File: src/rtl/phase_lock_tracker.sv
module phase_lock_tracker #(
  parameter int DLY_W       = 9,
  parameter int PH_W        = 5,
  parameter int DLY_MAX     = 432,
  parameter int LOSE_ABOVE  = 4,
  parameter int LOCK_WITHIN = 3
) (
  input  logic             clk,
  input  logic             rst,
  input  logic [PH_W-1:0]  meas_phase,
  input  logic             meas_fall,
  input  logic [PH_W-1:0]  tgt_phase,
  input  logic             tgt_fall,
  input  logic             restart_on_loss,
  input  logic             snap_req,
  output logic [DLY_W-1:0] delay,
  output logic             tracking,
  output logic             locked,
  output logic             lost,
  output logic [DLY_W-1:0] snap_delay,
  output logic [PH_W-1:0]  snap_phase
);

  localparam logic [DLY_W-1:0] TOP  = DLY_W'(DLY_MAX);
  localparam logic [DLY_W-1:0] ONE  = DLY_W'(1);
  localparam logic [PH_W-1:0]  LOSE = PH_W'(LOSE_ABOVE);
  localparam logic [PH_W-1:0]  KEEP = PH_W'(LOCK_WITHIN);

  logic            ahead, hit, go_up, go_dn, at_edge, far, near;
  logic [PH_W-1:0] err;

  assign ahead   = meas_phase > tgt_phase;
  assign err     = ahead ? meas_phase - tgt_phase : tgt_phase - meas_phase;
  assign hit     = (err == '0) && (meas_fall == tgt_fall);
  assign go_up   = (err != '0) && (ahead == tgt_fall);
  assign go_dn   = (err != '0) && (ahead != tgt_fall);
  assign at_edge = (go_up && delay == TOP) || (go_dn && delay == '0);
  assign far     = (err > LOSE) || at_edge;
  assign near    = (err <= KEEP) && !at_edge;

  always_ff @(posedge clk) begin
    if (rst) begin
      delay    <= '0;
      tracking <= 1'b0;
      locked   <= 1'b0;
      lost     <= 1'b0;
    end else if (!tracking) begin
      if (hit) begin
        tracking <= 1'b1;
        locked   <= 1'b1;
        lost     <= 1'b0;
      end else begin
        delay <= (delay == TOP) ? '0 : delay + ONE;
      end
    end else begin
      if (far) begin
        locked <= 1'b0;
        lost   <= 1'b1;
      end else if (near) begin
        locked <= 1'b1;
        lost   <= 1'b0;
      end
      if (far && restart_on_loss) begin
        tracking <= 1'b0;
        delay    <= '0;
      end else if (!at_edge) begin
        if (go_up)      delay <= delay + ONE;
        else if (go_dn) delay <= delay - ONE;
      end
    end
  end

  always_ff @(posedge clk) begin
    if (rst) begin
      snap_delay <= '0;
      snap_phase <= '0;
    end else if (snap_req) begin
      snap_delay <= delay;
      snap_phase <= meas_phase;
    end
  end

endmodule

File: config.mk
export PLATFORM = sky130hd
export DESIGN_NAME = phase_lock_tracker
export DESIGN_NICKNAME = d
export VERILOG_FILES = /design/src/rtl/phase_lock_tracker.sv
export SDC_FILE = /design/constraint.sdc
export NUM_CORES = 1
export LEC_CHECK = 0
export ABC_CLOCK_PERIOD_IN_PS = 3180
export CAP_MARGIN = 0
export CORE_MARGIN = 2
export CORE_UTILIZATION = 53
export CTS_BUF_LIST = sky130_fd_sc_hd__clkbuf_16
export DETAILED_ROUTE_END_ITERATION = 8
export PLACE_DENSITY_LB_ADDON = 0.3
export SLEW_MARGIN = 15
export SYNTH_ARGS = -nofsm -noshare
export SYNTH_HDL_FRONTEND = slang
export SYNTH_SLANG_ARGS = --single-unit
File: constraint.sdc
create_clock -name clk -period 3.18 [get_ports clk]
set_input_delay 0.318 -clock clk [delete_from_list [all_inputs] [get_ports clk]]
set_output_delay 0.318 -clock clk [all_outputs]
set_load 0.01 [all_outputs]
[After elaboration in Yosys (flattened, before gate mapping)]
Cells that the tools add are included.
Widths: inputs -> output; s select.
Cells by class
  add/subtract/negate cells: 4
  $mul: 0
  div/mod/pow operators: 0
  $lt $le $gt $ge: 3
  eq/ne operators: 8
  shifts and indexed selects: 0
  muxes and demuxes: 19
  bitwise gates (word level): 0
  reduce and logical (&&, ||, !) cells: 16
Operators by type and width (number)
  $mux 9: 7
  $mux 1: 11
  $sub 5x5->5: 2
  $add 9x1->9 const B: 1
  $eq 9x9->1 const B: 1
  $logic_not 9->1: 1
  $sub 9x1->9 const B: 1
  $logic_and 1x1->1: 7
  $gt 5x3->1 const B: 1
  $gt 5x5->1: 1
  $le 5x2->1 const B: 1
  $logic_not 5->1: 1
  $mux 5: 1
  $reduce_bool 5->1: 1
  $ne 4x1->1 const B: 1
  $ne 3x1->1 const B: 1
  $ne 3x2->1 const B: 1
  $reduce_and 3->1: 1
  $eq 1x1->1: 2
  $logic_or 1x1->1: 2
  $ne 2x2->1 const B: 1
  $reduce_and 2->1: 1
  $reduce_bool 2->1: 1
  $logic_not 1->1: 1
  $ne 1x1->1: 1
Storage, ports and cells
  flip-flop bits (word level): 26
  bits in latches: 0
  bits in writable memories: 0
  ROM bits: 0
  output and inout bits: 26
  logic and storage cells: 56
  memories: 0

[Depth between registers and ports, before layout]
  word-level depth: 11
  depth in mapped cells: 14
  gate-level depth less buffers: 13

[Worst setup path before layout]
Ideal clock, no wire load.
  kind: in2reg
  start point: input port meas_phase[2]
  end point: register delay[5]
  setup time: 0.117 ns
  arrival: 2.715 ns
  required time: 3.063 ns
  slack: 0.348 ns
  stages: 12
  path through: inv_1 > ha_1 > o211a_1 > a21bo_4 > a211oi_1 > a221oi_1 > o22ai_1 > a41oi_4 > o2bb2ai_4 > buf_6 > o21ai_1 > a32o_1
On the way
  cells in the longest elaborated chain, start to end: 10
  elaborated cells on any way between the ends: 25
  classes of those cells: add/sub: 2; order compare: 2; eq/ne: 5; mux: 5; reduce/logical: 11
RTL lines
  start: declaration: line 10  | input logic [PH_W-1:0] meas_phase,
  parallel branches: the longest is 10 deep, another holds $sub 5x5->5
  end signal: assignment: line 53  | delay <= (delay == TOP) ? '0 : delay + ONE;
  end signal: assignment: line 67  | if (go_up) delay <= delay + ONE;
  end signal: assignment: line 68  | else if (go_dn) delay <= delay - ONE;
  end: declaration: line 16  | output logic [DLY_W-1:0] delay,
Several ways; the timed one is not identified. The select of a mux whose other input is x is not followed.
A chain may end at the register's enable or synchronous reset.

[Final worst setup path]
  start point: input port meas_phase[0]
  end point: register delay[5]
Same word-level chain as after synthesis.

==> metrics.md <==
| Metric | Value |
|---|---|
| Outcome | completed |
| Port Buf Inserts | 41 |
| Worst endpoint required time | 3.39 ns |
| Count of placed standard cells in the final layout, fillers left out | 412 |
| Power per Cell Area | 385 mW/mm2 |
| Switching share of power | 35.0% |
| Critical path depth in cells | 13 |
| Worst setup startpoint | meas_phase[0] |
| # H-tree levels | 1 |
| Pint | 0.000867 W |
| Top flip-flop cell by instance count after synthesis | dfxtp_1 |
| Number of buffers created by CTS | 3 |
| Worst reg-to-reg path cell count | 12 |
| CP Capture Type | flip-flop |
| Core box area | 0.00406 mm2 |
| Minimum clock period | 3.17 ns |
| Final wirelength | 9020 um |
| Initial core utilization | 56.1% |
| Cell with the largest stage delay on the worst path | fa_1 |
| Fraction of the cycle the final worst path needs | 99.7% |
| Leading cell types by count after synthesis | 26 x dfxtp_1, 26 x nor2_1, 24 x inv_1, 19 x a21oi_1, 18 x mux2i_1 |
| Initial antenna violation count | 0 |
| Routed len/inst | 21.9 um |
| Number of synthesized flops with an enable pin | 0 |
| Iteration count of the initial detailed-routing pass | 5 |
| Cell total after placement | 398 |
| N_diodes | 0 |
| Proportion of power drawn by flip-flops and latches | 27.1% |
| Via count of the first global-routing pass | 2355 |
| Post-synthesis instance total | 276 |
| Growth of design area from synthesis to finish | 52.6% |
| Fraction of final layout cells sized beyond drive strength 1 | 32.0% |
| Post-Synthesis Net Count | 305 |
| Top Family by Delay on Critical Path | compound AO/OA/AOI/OAI gates |
| Yosys warning count | 0 |
| Top cell by count, worst path | inv_1 |
| Die span in y | 69.5 um |
| Setup Skew | 0.00699 ns |
| Async set-or-reset flop fraction in the synthesized netlist | 0% |
| Post-cts hold buffer count | 0 |
| Bufs and invs on worst path | 3 |
| Fraction of synthesized cell area taken by the top area cell type | 22.9% |
| Total negative setup slack | 0 ns |
| Hold slack | 0.453 ns |
| Core utilization of the finished layout | 85.6% |
| Share of total power in the clock network | 28.3% |
| Clock Root Buffer | clkbuf_16 |
| Leakage | 1.53 nW |
| Final count of negative-setup-slack endpoints | 0 |
| Fmax | 316 MHz |
| Netlist area before placement | 0.00227 mm2 |
| Via count | 2780 |
| Vias per std cell | 6.75 |
| Relative max-transition margin | 41.9% |
| Post-detailed-placement half-perimeter wirelength | 4670 um |
| Slew at the pin closest to its max-slew limit | 0.869 ns |
| Largest stage delay on the critical path | 0.52 ns |
| Total global routing track utilization | 28.3% |
| Iter 0 DRT Violations | 549 |
| Share of the yosys chip area belonging to registers | 22.9% |
| Mean instance size in the synthesized netlist | 8.24 um2 |
| GRT overflow | 0 |
| Worst hold start | meas_phase[4] |
| Net total in the final layout | 392 |
| Wire length of the first global-routing pass | 11200 um |
| R2r startpoint | delay[0] |
| Register clock-pin slew on the reported worst setup and hold paths | 0.07 ns |
| Worst hold path cell count | 3 |
| IO Pins | 42 |
| Post-detailed-route count of antenna-violating nets | 0 |
| Min-delay worst type | input port to flip-flop |
| Category of the critical setup timing path | input port to flip-flop |
| Routability Congestion | 0.889 |
| Buffer levels on the longest clock path | 2 |
| Number of clock sinks seen by CTS | 26 |
| Psw | 0.000468 W |
| Die boundary width | 69.5 um |
| Floorplan die area | 0.00483 mm2 |
| Post-synthesis sequential element count | 26 |
| Largest net degree at the start of global routing | 20 |
| IR Drop Worst-Case VDD | 0.282 mV |
| Max-capacitance violation count | 0 |
| Core Rows | 23 |
| Area contributors post-synth | dfxtp_1 23%, mux2i_1 7.9%, ha_1 6.1%, nor2_1 4.3%, a21oi_1 4.2% |
| Count of distinct cell types in the synthesized netlist | 66 |
| Pins Over Slew Limit | 0 |
| Critical-path cell list | dlymetal6s2s_1 > inv_1 > ha_2 > inv_1 > fa_1 > nand2b_4 > a2111oi_4 > a311oi_4 > or2_4 > o21ai_4 > mux2_2 > o21ai_1 > a32o_1 |
| Number of failing hold endpoints at the final stage | 0 |
| Yosys top cell by area | dfxtp_1 |
| Remaining DRCs | 0 |
| Kind of start point of the critical path | input port |
| Post-route total power | 0.00134 W |
| Later-pin clock latency in the skew report | 0.27 ns |
| Power share of the combinational group | 44.6% |
| TritonCTS clock tree | done |
| Crit path DAT | 3.38 ns |
| Crit-path max FO | 6 |
[repair_timing]
action                     in CTS  in global routing
hold endpoints to repair        0                  0
pin swaps                       7                 17
resized for setup              14                 51
gates cloned                    1                  1
setup endpoints to repair       8                 11
buffers inserted                7                  1
[through the flow]
step	setup slack (ns)	cell area (um2)
floorplan	0.348	2270
global placement	-0.312	3010
detailed placement	-0.402	3010
CTS	0.00429	3240
global route	-0.120	3470
finish	0.0106	3470
[worst min-delay path, delay by kind of cell]
family	cells	cell delay, ns
buffers and inverters	1	0.16
muxes	1	0.10
and+or+nand+nor	1	0.10
[worst paths after layout]
path	slack, ns	to
max	0.01	delay[5]
max reg2reg	0.18	delay[5]
min reg2reg	0.48	locked
min	0.45	snap_phase[4]
[cells in the final DEF, fill, tap and decap left out, types with 6 or more instances in the layout]
master	instances
clkdlybuf4s50_1	31
a21oi_1	17
dlymetal6s2s_1	10
nand2_1	14
inv_1	20
mux2i_1	18
buf_4	49
nor2_1	23
and3_1	8
nand3_1	6
dfxtp_1	26
[kinds of logic after synthesis]
logic type	Yosys count	synth area share, %
multiplexers	19	8.42
flip-flops	26	22.9
buffers and inverters	38	7.37
AND/OR/NAND/NOR	88	19.8
adder cells (fa/ha/maj)	13	7.81
XOR/XNOR	3	1.16
AO/OA/AOI/OAI	89	32.6
[layout make-up]
type | count | area (um2)
Inverter | 24 | 90.1
Fill cell | 184 | 586
Timing Repair Buffer | 95 | 860
Clock buffer | 3 | 75.1
Multi-Input combinational cell | 213 | 1830
Tap cell | 50 | 62.6
Sequential cell | 26 | 520
Clock inverter | 1 | 30.0
[metal layers]
layer,wire length (um),track usage (%),vias up
li1,-,-,1186
met1,3330,38.1,1276
met2,4220,48.5,247
met3,985,3.92,71
met4,488,5.23,0
met5,0,0,-
[registers in the layout (all words and copies together), names as in the netlist]
signal,count
delay,9
snap_phase,5
snap_delay,9
tracking,1
lost,1
locked,1
[power by group through the flow]
| stage | registers [W] | logic, W | clock network, W |
|---|---|---|---|
| after floorplan | 0.000369 | 0.000261 | 0 |
| after global placement | 0.000366 | 0.000439 | 0 |
| after detailed placement | 0.000367 | 0.000447 | 0 |
| after CTS | 0.000360 | 0.000496 | 0.000375 |
| after global routing | 0.000364 | 0.000619 | 0.000392 |
| final | 0.000362 | 0.000596 | 0.000377 |
Power figures use the tool's default switching activity.
